===== config.mk =====
export PLATFORM = sky130hd
export DESIGN_NAME = dslope_pwm_timer
export DESIGN_NICKNAME = d
export VERILOG_FILES = /design/src/rtl/dspwm_pkg.sv /design/src/rtl/dspwm_prescaler.sv /design/src/rtl/dspwm_updown.sv /design/src/rtl/dspwm_wave.sv /design/src/rtl/dslope_pwm_timer.sv
export SDC_FILE = /design/constraint.sdc
export NUM_CORES = 1
export LEC_CHECK = 0
export ABC_AREA = 0
export BUFFER_PORTS_ARGS = -buffer_cell sky130_fd_sc_hd__buf_4
export CAP_MARGIN = 20
export CORE_MARGIN = 10
export CORE_UTILIZATION = 40
export CTS_CLUSTER_SIZE = 16
export DETAILED_ROUTE_END_ITERATION = 6
export HOLD_SLACK_MARGIN = 0.05
export PLACE_DENSITY = 0.54
export RECOVER_POWER = 100
export SETUP_SLACK_MARGIN = 0.2
export SYNTH_ARGS = -nofsm -noshare
export SYNTH_HDL_FRONTEND = slang
export SYNTH_SLANG_ARGS = --single-unit

===== constraint.sdc =====
create_clock -name clk -period 5.1 [get_ports clk]
set_input_delay 1.02 -clock clk [delete_from_list [all_inputs] [get_ports clk]]
set_output_delay 1.02 -clock clk [all_outputs]
set_load 0.005 [all_outputs]

===== src/rtl/dspwm_pkg.sv =====
package dspwm_pkg;
  localparam int ADDR_W = 3;

  typedef enum logic [2:0] {
    CS_STOP    = 3'd0,
    CS_DIV1    = 3'd1,
    CS_DIV8    = 3'd2,
    CS_DIV64   = 3'd3,
    CS_DIV256  = 3'd4,
    CS_DIV1024 = 3'd5
  } clk_sel_e;

  localparam logic [ADDR_W-1:0] RA_CTRL  = 3'd0;
  localparam logic [ADDR_W-1:0] RA_CMPA  = 3'd1;
  localparam logic [ADDR_W-1:0] RA_CMPB  = 3'd2;
  localparam logic [ADDR_W-1:0] RA_FLAG  = 3'd3;
  localparam logic [ADDR_W-1:0] RA_COUNT = 3'd4;

  localparam int CTRL_TOPA_BIT = 3;
  localparam int CTRL_ENA_BIT  = 4;
  localparam int CTRL_ENB_BIT  = 5;

  function automatic logic sel_running(logic [2:0] s);
    return (s != 3'd0) && (s <= 3'd5);
  endfunction
endpackage


===== src/rtl/dspwm_prescaler.sv =====
module dspwm_prescaler
  import dspwm_pkg::*;
#(
  parameter int DIV_W = 10
) (
  input  logic       clk,
  input  logic       rst_n,
  input  logic [2:0] sel,
  output logic       tick
);
  localparam int TAP8    = 3;
  localparam int TAP64   = 6;
  localparam int TAP256  = 8;
  localparam int TAP1024 = 10;
  localparam logic [DIV_W-1:0] ONE = {{(DIV_W-1){1'b0}}, 1'b1};

  logic [DIV_W-1:0] div_q, div_d;

  assign div_d = div_q + ONE;

  always_ff @(posedge clk or negedge rst_n) begin
    if (!rst_n) div_q <= '0;
    else        div_q <= div_d;
  end

  always_comb begin
    case (sel)
      CS_DIV1:    tick = 1'b1;
      CS_DIV8:    tick = &div_q[TAP8-1:0];
      CS_DIV64:   tick = &div_q[TAP64-1:0];
      CS_DIV256:  tick = &div_q[TAP256-1:0];
      CS_DIV1024: tick = &div_q[TAP1024-1:0];
      default:    tick = 1'b0;
    endcase
  end
endmodule


===== src/rtl/dspwm_updown.sv =====
module dspwm_updown #(
  parameter int W = 8
) (
  input  logic         clk,
  input  logic         rst_n,
  input  logic         tick,
  input  logic         running,
  input  logic         top_from_a,
  input  logic [W-1:0] cmpa_reg,
  input  logic [W-1:0] cmpb_reg,
  output logic [W-1:0] cnt,
  output logic         up,
  output logic [W-1:0] top_val,
  output logic [W-1:0] cmpa_act,
  output logic [W-1:0] cmpb_act,
  output logic         bottom_hit
);
  localparam logic [W-1:0] ONE = {{(W-1){1'b0}}, 1'b1};

  logic [W-1:0] cnt_q, cnt_d, cmpa_q, cmpa_d, cmpb_q, cmpb_d;
  logic         up_q, up_d, at_top, load;

  assign top_val    = top_from_a ? cmpa_q : '1;
  assign at_top     = up_q && (cnt_q >= top_val);
  assign load       = !running || (tick && at_top);
  assign bottom_hit = tick && !up_q && (cnt_q == ONE);

  always_comb begin
    cnt_d  = cnt_q;
    up_d   = up_q;
    cmpa_d = load ? cmpa_reg : cmpa_q;
    cmpb_d = load ? cmpb_reg : cmpb_q;
    if (tick) begin
      if (up_q) begin
        if (at_top) begin
          up_d  = 1'b0;
          cnt_d = (cnt_q == '0) ? '0 : cnt_q - ONE;
        end else begin
          cnt_d = cnt_q + ONE;
        end
      end else if (cnt_q == '0) begin
        up_d  = 1'b1;
        cnt_d = (top_val == '0) ? '0 : ONE;
      end else begin
        cnt_d = cnt_q - ONE;
      end
    end
  end

  always_ff @(posedge clk or negedge rst_n) begin
    if (!rst_n) begin
      cnt_q  <= '0;
      up_q   <= 1'b1;
      cmpa_q <= '0;
      cmpb_q <= '0;
    end else begin
      cnt_q  <= cnt_d;
      up_q   <= up_d;
      cmpa_q <= cmpa_d;
      cmpb_q <= cmpb_d;
    end
  end

  assign cnt      = cnt_q;
  assign up       = up_q;
  assign cmpa_act = cmpa_q;
  assign cmpb_act = cmpb_q;


  cnt_up_chk: assert property (@(posedge clk) disable iff (!rst_n)
    (tick && up_q && (cnt_q < top_val)) |=> (cnt_q == W'($past(cnt_q) + ONE)));


  cnt_hold_chk: assert property (@(posedge clk) disable iff (!rst_n)
    !tick |=> $stable(cnt_q));


  cmp_hold_chk: assert property (@(posedge clk) disable iff (!rst_n)
    (running && !(tick && at_top)) |=> ($stable(cmpa_q) && $stable(cmpb_q)));
endmodule


===== src/rtl/dspwm_wave.sv =====
module dspwm_wave #(
  parameter int W = 8
) (
  input  logic         en,
  input  logic [W-1:0] cmp,
  input  logic [W-1:0] top,
  input  logic [W-1:0] cnt,
  input  logic         up,
  output logic         wave
);
  always_comb begin
    if (!en)              wave = 1'b0;
    else if (cmp == '0)   wave = 1'b1;
    else if (cmp >= top)  wave = 1'b0;
    else if (up)          wave = (cnt < cmp);
    else                  wave = (cnt <= cmp);
  end
endmodule


===== src/rtl/dslope_pwm_timer.sv =====
module dslope_pwm_timer
  import dspwm_pkg::*;
#(
  parameter int CNT_W = 8,
  parameter int DIV_W = 10
) (
  input  logic              clk,
  input  logic              rst_n,
  input  logic              wr_en,
  input  logic [ADDR_W-1:0] wr_addr,
  input  logic [CNT_W-1:0]  wr_data,
  input  logic [ADDR_W-1:0] rd_addr,
  output logic [CNT_W-1:0]  rd_data,
  output logic              pwm_a,
  output logic              pwm_b
);
  localparam int NCH = 2;

  logic [CNT_W-1:0] ctrl_q, ctrl_d, cmpa_q, cmpa_d, cmpb_q, cmpb_d;
  logic             ovf_q, ovf_d, flag_clr;
  logic             tick, running, up, bottom_hit;
  logic [CNT_W-1:0] cnt, top_val, cmpa_act, cmpb_act;
  logic [NCH-1:0]   ch_en, ch_out;
  logic [CNT_W-1:0] ch_cmp [NCH];

  assign running  = sel_running(ctrl_q[2:0]);
  assign flag_clr = wr_en && (wr_addr == RA_FLAG) && wr_data[0];

  always_comb begin
    ctrl_d = ctrl_q;
    cmpa_d = cmpa_q;
    cmpb_d = cmpb_q;
    if (wr_en) begin
      case (wr_addr)
        RA_CTRL: ctrl_d = wr_data;
        RA_CMPA: cmpa_d = wr_data;
        RA_CMPB: cmpb_d = wr_data;
        default: ;
      endcase
    end
    ovf_d = bottom_hit || (ovf_q && !flag_clr);
  end

  always_ff @(posedge clk or negedge rst_n) begin
    if (!rst_n) begin
      ctrl_q <= '0;
      cmpa_q <= '0;
      cmpb_q <= '0;
      ovf_q  <= 1'b0;
    end else begin
      ctrl_q <= ctrl_d;
      cmpa_q <= cmpa_d;
      cmpb_q <= cmpb_d;
      ovf_q  <= ovf_d;
    end
  end

  dspwm_prescaler #(.DIV_W(DIV_W)) u_presc (
    .clk(clk), .rst_n(rst_n), .sel(ctrl_q[2:0]), .tick(tick)
  );

  dspwm_updown #(.W(CNT_W)) u_cnt (
    .clk(clk), .rst_n(rst_n), .tick(tick), .running(running),
    .top_from_a(ctrl_q[CTRL_TOPA_BIT]), .cmpa_reg(cmpa_q), .cmpb_reg(cmpb_q),
    .cnt(cnt), .up(up), .top_val(top_val), .cmpa_act(cmpa_act),
    .cmpb_act(cmpb_act), .bottom_hit(bottom_hit)
  );

  assign ch_en[0]  = ctrl_q[CTRL_ENA_BIT] && !ctrl_q[CTRL_TOPA_BIT];
  assign ch_en[1]  = ctrl_q[CTRL_ENB_BIT];
  assign ch_cmp[0] = cmpa_act;
  assign ch_cmp[1] = cmpb_act;

  for (genvar ch = 0; ch < NCH; ch++) begin : g_ch
    dspwm_wave #(.W(CNT_W)) u_wave (
      .en(ch_en[ch]), .cmp(ch_cmp[ch]), .top(top_val),
      .cnt(cnt), .up(up), .wave(ch_out[ch])
    );
  end

  assign pwm_a = ch_out[0];
  assign pwm_b = ch_out[1];

  always_comb begin
    case (rd_addr)
      RA_CTRL:  rd_data = ctrl_q;
      RA_CMPA:  rd_data = cmpa_q;
      RA_CMPB:  rd_data = cmpb_q;
      RA_FLAG:  rd_data = {{(CNT_W-1){1'b0}}, ovf_q};
      RA_COUNT: rd_data = cnt;
      default:  rd_data = '0;
    endcase
  end


  ovf_sticky_chk: assert property (@(posedge clk) disable iff (!rst_n)
    (ovf_q && !flag_clr) |=> ovf_q);


  pwm_a_off_chk: assert property (@(posedge clk) disable iff (!rst_n)
    ctrl_q[CTRL_TOPA_BIT] |-> !pwm_a);


  stop_no_step_chk: assert property (@(posedge clk) disable iff (!rst_n)
    !running |=> $stable(cnt));
endmodule


# Word-level counts from Yosys, hierarchy flattened
# Index checks and enable logic that the tools add are counted.
[op_classes]
n_addsub = 3
reduce_logical = 29
n_mux = 19
n_eq_ne = 13
n_lt_le_gt_ge = 8
[ops]
columns = ["cell", "n"]
rows = [
  ["2-to-1 mux 8 bit", 5],
  ["case mux 8 bit (5 select lines)", 1],
  ["zero test 8 bit", 4],
  ["greater-or-equal comparator 8 bit", 3],
  ["equality test 3 x 2 -> 1 bit, second input constant", 6],
  ["<= comparator 8 bit", 2],
  ["< comparator 8 bit", 2],
  ["2-to-1 mux 1 bit", 12],
  ["adder 10 x 1 -> 10 bit, second input constant", 1],
  ["AND reduction 10 bit", 1],
  ["equality test 3 x 1 -> 1 bit, second input constant", 3],
  ["equality test 3 bit, second input constant", 3],
  ["logical AND 1 bit", 9],
  ["adder 8 x 1 -> 8 bit, second input constant", 1],
  ["equality test 8 x 1 -> 1 bit, second input constant", 1],
  ["AND reduction 8 bit", 1],
  ["subtractor 8 x 1 -> 8 bit, second input constant", 1],
  ["zero test 3 bit", 2],
  ["AND reduction 2 bit", 3],
  ["AND reduction 6 bit", 1],
  ["case mux 1 bit (5 select lines)", 1],
  ["zero test 1 bit", 4],
  ["<= comparator 3 bit, second input constant", 1],
  ["AND reduction 3 bit", 1],
  ["2 further kinds", 3],
]
[totals]
inputBits = 17
output_inout_bits = 10
register_bits = 60

# Longest topological paths before layout
[logic_depth]
word_depth = 6
ltp_mapped = 11

# Modules after synthesis
# A second synthesis with hierarchy kept.
[unflattened]
hier_cells = 406
hier_area_um2 = 4250.3
[by_module_without_submodules]
columns = ["module", "n_inst", "cells_each", "area_each_um2"]
rows = [
  ["dspwm_updown", 1, 163, 1734.2],
  ["dslope_pwm_timer", 1, 92, 1204.9],
  ["dspwm_wave", 2, 56, 422.9],
  ["dspwm_prescaler", 1, 39, 465.4],
]

# Worst setup path after synthesis
# No wires, ideal clock.
[synth_path]
path_type = "register to output"
start = "register u_cnt.cmpa_q[0] (netlist: u_cnt.cmpa_act[0])"
end = "output pwm_b"
required_time_ns = 4.080
t_arrival_ns = 1.942
path_buffers = 0
stages_incl_launch_ff = 10
path_slack_ns = 2.138
cell_sequence = "dfrtp_1 nand2b_1 ha_1 nand2b_1 a21o_1 maj3_1 o2111ai_1 nand2_1 a22o_1 a21boi_0"
[synth_via]
elab_chain_cells = 5
[synth_lines]
columns = ["element", "line", "text"]
rows = [
  ["from (decl)", "dspwm_updown.sv:20", "logic [W-1:0] cnt_q, cnt_d, cmpa_q, cmpa_d, cmpb_q, cmpb_d;"],
  ["from (signal assigned)", "dspwm_updown.sv:59", "cmpa_q <= cmpa_d;"],
  ["2-to-1 mux 8 bit", "dspwm_updown.sv:23", "assign top_val = top_from_a ? cmpa_q : '1;"],
  ["greater-or-equal comparator 8 bit", "dspwm_wave.sv:14", "else if (cmp >= top) wave = 1'b0;"],
  ["2-to-1 mux 1 bit", "dspwm_wave.sv:14", ""],
  ["2-to-1 mux 1 bit", "dspwm_wave.sv:13", "else if (cmp == '0) wave = 1'b1;"],
  ["2-to-1 mux 1 bit", "dspwm_wave.sv:12", "if (!en) wave = 1'b0;"],
  ["to (decl)", "dslope_pwm_timer.sv:15", "output logic pwm_b"],
]
# Every way passes these cells.

==> results by group <==
Status
  • Status: finished, violations left
  • Failing checks: capacitance limit, slew limit

Critical path
  • Crit path launch type: input pin
  • Critical Path RT: 4.81 ns
  • Worst Setup End Kind: async pin
  • CP bufs+invs: 1
  • Cell Chain, Critical Path: clkbuf_1
  • Worst-path maximum fanout: 60
  • Slack of the worst reg-to-reg path: 1.57 ns
  • CP Class: input pin to async pin
  • CP max stage delay: 2.27 ns
  • Worst Path Arrival: 3.33 ns
  • Worst path top cell family by delay: buffers and inverters
  • Worst path slowest cell: clkbuf_1

Synth
  • Mapped Area: 0.00388 mm²
  • Synth Warn #: 0
  • Synth Flop Type: dfrtp_1
  • Seq/Total Area, Yosys: 38.7%
  • Flops & latches, synth: 60
  • Synth cell types: 55
  • EDFF count, synth: 0
  • FFs w/ async S/R, synth: 100%
  • Average size of a mapped cell: 10.5 µm²
  • Post-Syn Nets: 423
  • Cells after Synth: 371

Global routing
  • Initial antenna violation count: 0
  • Pin count of the biggest net entering global routing: 61
  • First-pass GRT wire length: 16200 µm
  • Grt ovf: 0
  • Vias in the first global route: 2963
  • Tot GR Track Use: 14.2%

Floorplanning
  • IO Pins: 27
  • Chip Height: 119 µm
  • Die ar.: 0.0141 mm²
  • Die Width: 119 µm
  • Core region area: 0.00933 mm²
  • Starting Density: 41.6%
  • Site Rows: 35

STA
  • Max-slew violations: 86
  • Max frequency: 0.276 GHz
  • Slew headroom: -118%
  • Post-route minimum period: 3.62 ns
  • Setup violators final: 0
  • Worst slew pin tran: 3.27 ns
  • Unrepaired setup endpoints after global routing: false
  • Clk_skew: 0.0173 ns
  • Fin Setup TNS: 0 ns
  • Period utilization: 70.9%
  • Final Hold Fails: 0

Detailed routing
  • Routed Antenna Nets: 0
  • Drt drc: 0
  • Vias per Instance: 5.44
  • Total wire length: 9720 µm
  • 1st-iter DRT viols: 133
  • Detailed Routing Iterations Pass 1: 4
  • Vias: 2892
  • WL/cell: 18.3 µm

Layout
  • Fin cells: 532
  • # diodes: 0
  • Final instance area: 0.00434 mm²
  • Net count, final: 450
  • Layout cells sized above 1: 21.1%
  • Synth-to-layout area growth: 11.6%

CTS
  • CTS Root Cell: clkbuf_8
  • Post-CTS Hold Fix Bufs: 0
  • # resized after CTS: 0
  • CTS max path bufs: 2
  • Clock latency on the worst-skew pair: 0.35 ns
  • CTS clk-pin slew, worst paths: 0.06 ns
  • CTS tree: built
  • CTS buffer count: 9
  • H-tree levels: 3
  • Postcts setup bufs: 0
  • Clock sinks: 60

Placement
  • Dpl cells: 516
  • Placed inst area: 0.00419 mm²
  • Number of port buffers: 26
  • Placer Congestion: 0.825
  • Post-DP HPWL: 7110 µm

Flow run
  • Max_cap viols: 2

Pwr
  • Pwr dens: 540 mW/mm²
  • Logic gate share of total power: 42.0%
  • Clk pwr share: 20.8%
  • Maximum VDD drop: 0.203 mV
  • Sw frac: 41.3%
  • Cell-internal power: 1.37 mW
  • Leak Pwr: 1.92 nW
  • Register share of total power: 37.2%
  • Sw Pwr: 0.965 mW

Hold path
  • Hold Path Class: flip-flop to flip-flop
[through the flow]
step	hold WS [ns]	worst slack [ns]	power [mW]	util [%]
global placement	0.466	1.92	1.88	44.9
finish	0.474	1.48	2.34	46.5
floorplan	0.446	2.14	1.59	-
global route	0.515	0.843	2.55	46.5
detailed placement	0.469	1.87	1.91	44.9
CTS	0.479	1.48	2.40	47.3
[power groups by stage]
stage          registers [mW]  logic (mW)  clock network, mW
6_report                0.870       0.982              0.488
5_1_grt                 0.894        1.14              0.521
4_1_cts                 0.875        1.03              0.499
3_5_place_dp            0.885        1.02                  0
3_3_place_gp            0.881       0.996                  0
2_1_floorplan           0.738       0.852                  0
[synth_stat cells, types with 2 or more instances]
master | number | area share, %
dfrtp_1 | 59 | 38
ha_1 | 35 | 11
mux2_2 | 30 | 8.7
o21ai_0 | 25 | 3.2
inv_1 | 21 | 2.0
nand2_1 | 21 | 2.0
nor2_1 | 20 | 1.9
a21oi_1 | 18 | 2.3
nand3_1 | 12 | 1.5
mux2i_1 | 11 | 2.8
mux2_4 | 10 | 3.9
nor2b_1 | 10 | 1.6
nand2b_1 | 7 | 1.1
nand4_1 | 7 | 1.1
nor3_1 | 7 | 0.90
clkbuf_1 | 6 | 0.58
a31oi_1 | 5 | 0.81
xnor2_1 | 5 | 1.1
a21o_1 | 4 | 0.77
and2_1 | 4 | 0.64
and3_1 | 4 | 0.64
a22oi_1 | 3 | 0.58
buf_2 | 3 | 0.39
nor4_1 | 3 | 0.48
o31ai_1 | 3 | 0.58
or4_1 | 3 | 0.58
nor3b_1 | 2 | 0.39
nor3b_2 | 2 | 0.64
o211ai_1 | 2 | 0.39
o21a_1 | 2 | 0.39
o311ai_0 | 2 | 0.45
xor2_1 | 2 | 0.45
[worst paths after layout]
check | start | to | depth (start not counted)
setup / recovery | rst_n | u_cnt.cnt[0]$_DFFE_PN0N_ | 1
hold reg to reg | u_presc.div_q[9]$_DFF_PN0_ | u_presc.div_q[9]$_DFF_PN0_ | 1
max in group clk | rd_addr[0] | rd_data[2] | 6
hold / removal | u_presc.div_q[9]$_DFF_PN0_ | u_presc.div_q[9]$_DFF_PN0_ | 1
min in group asynchronous | rst_n | ctrl_q[6]$_DFFE_PN0P_ | 1
setup reg to reg | u_cnt.cnt[0]$_DFFE_PN0N_ | u_cnt.cmpa_act[6]$_DFFE_PN0P_ | 9
[cell families after synthesis]
logic type      after synthesis  share of synthesized area, %
mux                          52                          16.0
xor+xnor                      7                          1.58
buf+inv                      33                          3.67
simple gates                106                          14.7
flops                        60                          38.7
fa+ha+maj                    36                          11.5
compound gates               77                          13.9
[placed cells by master (no fill, tap or decap), types with 2 or more instances in the layout]
master	n
nand2b_1	7
clkbuf_4	2
nand4_1	8
xor2_1	2
nor4_1	4
clkbuf_8	9
mux2i_1	11
clkbuf_1	4
clkinv_4	2
nor2b_1	10
dfrtp_1	59
nor3_1	7
buf_4	22
a31oi_1	5
bufinv_16	2
or4_1	3
inv_1	21
a21oi_1	18
o21a_1	2
a22oi_1	3
and3_1	4
o311ai_0	2
mux2_1	2
and2_1	4
o21ai_0	26
mux2_2	36
xnor2_1	5
a21o_1	4
o211ai_1	2
nand2_1	21
ha_1	35
nor2_1	20
nand3_1	12
o31ai_1	3
nor3b_1	4
mux2_4	2
[area by class of cell]
type / instances / area (µm²)
fillers: 893 / 4990
multi-input cells: 278 / 2170
flip-flops and latches: 60 / 1500
repair buffers: 28 / 195
well taps: 129 / 161
clock buffers: 9 / 124
clock inverters: 7 / 98.8
inverters: 21 / 78.8
[registers in the layout (all words and copies together), names as in the netlist]
signal	cells
ctrl_q	8
u_presc.div_q	10
u_cnt.up	1
u_cnt.cnt	8
u_cnt.cmpa_act	8
ovf_q	1
u_cnt.cmpb_act	8
cmpb_q	8
cmpa_q	8
[layer usage]
layer	global-route usage [%]	part of all wire [%]	vias to the layer above
li1	-	-	1414
met2	20.7	44	47
met3	2.86	3.2	8
met1	20.8	52	1423
met5	0	0	-
met4	3.82	1.1	0
(Power assumes the default switching activity.)
